==> config.mk <==
export PLATFORM = sky130hd
export DESIGN_NAME = dma_req_arbiter
export DESIGN_NICKNAME = d
export VERILOG_FILES = /design/src/rtl/dma_arb_pkg.sv /design/src/rtl/dma_mode_reg.sv /design/src/rtl/dma_prio_pick.sv /design/src/rtl/dma_hold_fsm.sv /design/src/rtl/dma_req_arbiter.sv
export SDC_FILE = /design/constraint.sdc
export NUM_CORES = 1
export LEC_CHECK = 0
export ABC_AREA = 1
export ABC_CLOCK_PERIOD_IN_PS = 1500
export CORE_AREA = 2 2 39 41
export DETAILED_ROUTE_END_ITERATION = 10
export DIE_AREA = 0 0 41 43
export DONT_BUFFER_PORTS = 1
export GPL_ROUTABILITY_DRIVEN = 0
export PLACE_DENSITY = 0.66
export SLEW_MARGIN = 15
export SYNTH_ARGS = -nofsm -noshare
export SYNTH_HDL_FRONTEND = slang
export SYNTH_SLANG_ARGS = --single-unit
==> constraint.sdc <==
create_clock -name clk -period 1.5 [get_ports clk]
set_input_delay 0.225 -clock clk [delete_from_list [all_inputs] [get_ports clk]]
set_output_delay 0.225 -clock clk [all_outputs]
set_load 0.005 [all_outputs]
==> src/rtl/dma_arb_pkg.sv <==
package dma_arb_pkg;
    typedef enum logic [1:0] {
        ST_IDLE     = 2'd0,
        ST_WAIT_BUS = 2'd1,
        ST_SERVE    = 2'd2,
        ST_RELEASE  = 2'd3
    } arb_state_t;
endpackage

==> src/rtl/dma_mode_reg.sv <==
module dma_mode_reg #(
    parameter int NCH = 4
) (
    input  logic           clk,
    input  logic           rst,
    input  logic           we,
    input  logic [NCH-1:0] wdata,
    output logic [NCH-1:0] ch_en
);
    always_ff @(posedge clk) begin
        if (rst)     ch_en <= '0;
        else if (we) ch_en <= wdata;
    end
endmodule

==> src/rtl/dma_prio_pick.sv <==
module dma_prio_pick #(
    parameter int NCH = 4
) (
    input  logic [NCH-1:0] req,
    output logic [NCH-1:0] pick
);
    // lowest index wins
    assign pick[0] = req[0];
    for (genvar i = 1; i < NCH; i++) begin : g_pick
        assign pick[i] = req[i] & ~(|req[i-1:0]);
    end
endmodule

==> src/rtl/dma_hold_fsm.sv <==
module dma_hold_fsm
    import dma_arb_pkg::*;
#(
    parameter int NCH = 4
) (
    input  logic           clk,
    input  logic           rst,
    input  logic [NCH-1:0] live_req,
    input  logic [NCH-1:0] pick,
    input  logic [NCH-1:0] tc,
    input  logic           hold_ack,
    output logic           hold_req,
    output logic [NCH-1:0] dack
);
    arb_state_t     state_q, state_d;
    logic [NCH-1:0] grant_q, grant_d;
    logic           any_req, grant_live, grant_tc;

    assign any_req    = |live_req;
    assign grant_live = |(grant_q & live_req);
    assign grant_tc   = |(grant_q & tc);

    always_ff @(posedge clk) begin
        if (rst) begin
            state_q <= ST_IDLE;
            grant_q <= '0;
        end else begin
            state_q <= state_d;
            grant_q <= grant_d;
        end
    end

    always_comb begin
        state_d = state_q;
        grant_d = grant_q;
        unique case (state_q)
            ST_IDLE: begin
                if (any_req) state_d = ST_WAIT_BUS;
            end
            ST_WAIT_BUS: begin
                if (!any_req) begin
                    state_d = ST_IDLE;
                end else if (hold_ack) begin
                    state_d = ST_SERVE;
                    grant_d = pick;
                end
            end
            ST_SERVE: begin
                if (!grant_live || grant_tc) begin
                    state_d = ST_RELEASE;
                    grant_d = '0;
                end
            end
            ST_RELEASE: begin
                state_d = ST_IDLE;
            end
            default: begin
                state_d = ST_IDLE;
                grant_d = '0;
            end
        endcase
    end

    always_comb begin
        hold_req = 1'b0;
        dack     = '0;
        unique case (state_q)
            ST_IDLE:     hold_req = 1'b0;
            ST_WAIT_BUS: hold_req = 1'b1;
            ST_SERVE: begin
                hold_req = 1'b1;
                dack     = hold_ack ? grant_q : '0;
            end
            ST_RELEASE:  hold_req = 1'b0;
            default:     hold_req = 1'b0;
        endcase
    end
endmodule

==> src/rtl/dma_req_arbiter.sv <==
module dma_req_arbiter #(
    parameter int NCH = 4
) (
    input  logic           clk,
    input  logic           rst,
    input  logic           mode_we,
    input  logic [NCH-1:0] mode_wdata,
    input  logic [NCH-1:0] dreq,
    input  logic [NCH-1:0] tc,
    input  logic           hold_ack,
    output logic           hold_req,
    output logic [NCH-1:0] dack
);
    logic [NCH-1:0] ch_en;
    logic [NCH-1:0] live_req;
    logic [NCH-1:0] pick;

    dma_mode_reg #(.NCH(NCH)) u_mode (
        .clk(clk), .rst(rst), .we(mode_we), .wdata(mode_wdata), .ch_en(ch_en)
    );

    assign live_req = dreq & ch_en;

    dma_prio_pick #(.NCH(NCH)) u_pick (
        .req(live_req), .pick(pick)
    );

    dma_hold_fsm #(.NCH(NCH)) u_fsm (
        .clk(clk), .rst(rst), .live_req(live_req), .pick(pick), .tc(tc),
        .hold_ack(hold_ack), .hold_req(hold_req), .dack(dack)
    );
endmodule

==> results.json <==
{
  "min_from": "mode_wdata[1]",
  "yosys.area_share.adder": 0.0734,
  "drt_iter0_markers": 4,
  "core_area_mm2": 0.00138,
  "pre_cts_ws_ps": 28.5,
  "synth_top_family_by_area": "simple AND/OR/NAND/NOR gates",
  "grt_usage": 0.194,
  "p_leak_nw": 0.357,
  "timing.fmax_ghz": 0.718,
  "critPathMaxStageDelay_ps": 340,
  "ant_nets": 0,
  "ys_types": 17,
  "cts_buffer_depth": 2,
  "crit_path_max_fanout": 6,
  "cts_hold_buf": 0,
  "r2r_setup_slack_ps": 150,
  "grt_antenna_before_repair": 0,
  "clock_latency_ps": 260,
  "skew_ps": 3.33,
  "setup.worst_path.end_class": "output port",
  "syn2layout_area_growth_pct": 7.71,
  "dpl.hpwl_um": 1120,
  "fin_ws_ps": 108,
  "syn_nets": 131,
  "cp.buffers_inverters": 2,
  "ys_warn_count": 0,
  "relSlewSlack": 0.865,
  "layout.cells.non_filler": 130,
  "fp.dieW_um": 41,
  "overflow": 0,
  "die_y_um": 43,
  "cp-startpoint": "u_fsm.state_q[0]$_SDFFE_PP0P_",
  "worstMarginPinSlew_ps": 202,
  "synthMuxAreaShare": 0,
  "required_ps": 1270,
  "io_pins": 21,
  "cpMaxStageDelayCell": "dfxtp_1",
  "synthesis.area_um2": 682,
  "grt_pass1_wl_um": 2330,
  "clock-sinks": 10,
  "antennaDiodeCount": 0,
  "tritoncts": "done",
  "met3_usage": 0.0681,
  "path_class": "register to output port",
  "io_buffers": 0,
  "final_min_period_over_clock_period": 0.928,
  "regToRegStartpoint": "u_fsm.state_q[0]$_SDFFE_PP0P_",
  "grtUsageMet2": 0.306,
  "crit_path_cell_trace": "inv_2 -> ha_4 -> buf_4 -> nand2_1 -> nor2_1",
  "path_delay_family": "flip-flops",
  "grt_busiest_layer": "met2",
  "synth-seq-area-share": 0.294,
  "wl_um": 1400,
  "arrival_ps": 1170,
  "start_util": 0.493,
  "grtUsageMet1": 0.227,
  "synthCells": 111,
  "start_kind": "register",
  "rows": 14,
  "vias": 667,
  "cts_inserted_buffers": 3,
  "grt_pass1_vias": 594,
  "synth-seq-cells": 10,
  "drc": 0,
  "slew_viol_final": 0,
  "synth_compound_area_frac": 0.0661,
  "grt_max_degree": 12,
  "synth_xor_area_frac": 0,
  "dieArea_mm2": 0.00176,
  "synthSimpleGateAreaFrac": 0.466,
  "utilization": 0.531,
  "final_nets": 136,
  "drive_above_1_share": 0.149,
  "min_path_type": "primary input to register",
  "finalSetupViolCount": 0,
  "drt_first_pass_iters": 2,
  "wl_per_cell_um": 10.8,
  "min_period_ps": 1390,
  "via_per_inst": 5.13,
  "peakVddDrop_mv": 0.497,
  "total_power_mw": 0.863,
  "status": "complete, no violations",
  "htree_levels": 1,
  "p_per_area_mw_per_mm2": 1170,
  "cts-root-buf": "clkbuf_4",
  "dp_cells": 126,
  "maxCapViolCount": 0,
  "syn_area_per_cell_um2": 6.14,
  "clk_pin_slew_ps": 60,
  "hold_viol": 0
}
## logic make-up (layout without fill, tap and decap cells)
logic type / count (synthesis) / count (layout)
AO/OA/AOI/OAI: 9 / 9
AND/OR/NAND/NOR: 74 / 74
flip-flops: 10 / 10
adder cells (fa/ha/maj): 4 / 4
buffers and inverters: 14 / 17
## report_power, final
group,switching [mW],total (mW),internal (mW),leakage [nW]
logic,0.187,0.317,0.130,0.261
clock network,0.0888,0.181,0.0926,0.0138
registers,0.0498,0.364,0.314,0.0825
## through the flow
| stage | setup TNS (ps) | hold WS, ps | area [um2] |
|---|---|---|---|
| floorplan | 0 | 360 | 682 |
| global placement | 0 | 363 | 687 |
| detailed placement | 0 | 369 | 687 |
| CTS | 0 | 95.2 | 722 |
| global route | -20.4 | 101 | 734 |
| finish | 0 | 94.1 | 734 |
## synthesized netlist by cell type, drive strengths merged
cell type | number | area, um2
nand2 | 37 | 144
nor2 | 20 | 80.1
ha | 4 | 50.1
nand3 | 12 | 65.1
nor3 | 2 | 10.0
buf | 2 | 22.5
a21oi | 5 | 25.0
dfxtp | 10 | 200
nand4 | 2 | 12.5
o21ai | 4 | 20.0
clkinv | 1 | 5.00
inv | 11 | 41.3
or2 | 1 | 6.26
## sequential cells by signal (all words and copies together), names as in the netlist, named ones only
| signal | count |
|---|---|
| u_mode.ch_en | 4 |
| u_fsm.state_q | 1 |
| u_fsm.grant_q | 4 |
## metal layers
layer,vias up,share of wire,wire [um]
met3,4,0.10,143
met4,0,0.019,27
li1,358,-,-
met1,284,0.43,609
met5,-,0,0
met2,21,0.44,621
## path summary, 6_finish.rpt
path,end,depth (start not counted)
hold / removal,u_mode.ch_en[1]$_SDFFE_PP0P_,2
setup reg to reg,u_fsm.state_q[0]$_SDFFE_PP0P_,8
setup / recovery,dack[3],5
hold reg to reg,u_mode.ch_en[1]$_SDFFE_PP0P_,2
## area by class of cell
class                           count  area [um2]
Clock buffer                        3        22.5
Fill cell                         152         649
Inverter                           12        46.3
Multi-Input combinational cell     87         430
Sequential cell                    10         200
Tap cell                           16        20.0
Timing Repair Buffer                2        15.0
## what timing repair did
item,in CTS,in global routing
resized for setup,2,3
pin swaps,0,0
setup endpoints to repair,4,7
setup buffers,0,1
## cells in the final DEF, fill, tap and decap left out
cell type and count:
nand2_1 35, nor2_1 16, nand3_1 11, dfxtp_1 10, inv_1 9, a21oi_1 5, nor2_2 4, o21ai_0 4
ha_1 3, clkbuf_4 3, nand4_1 2, nand2_2 2, inv_2 2, nor3_1 2, buf_4 2, nand3_2 1
clkinv_2 1, or2_2 1, ha_4 1
Note: power is estimated with default switching activity, not from simulation.
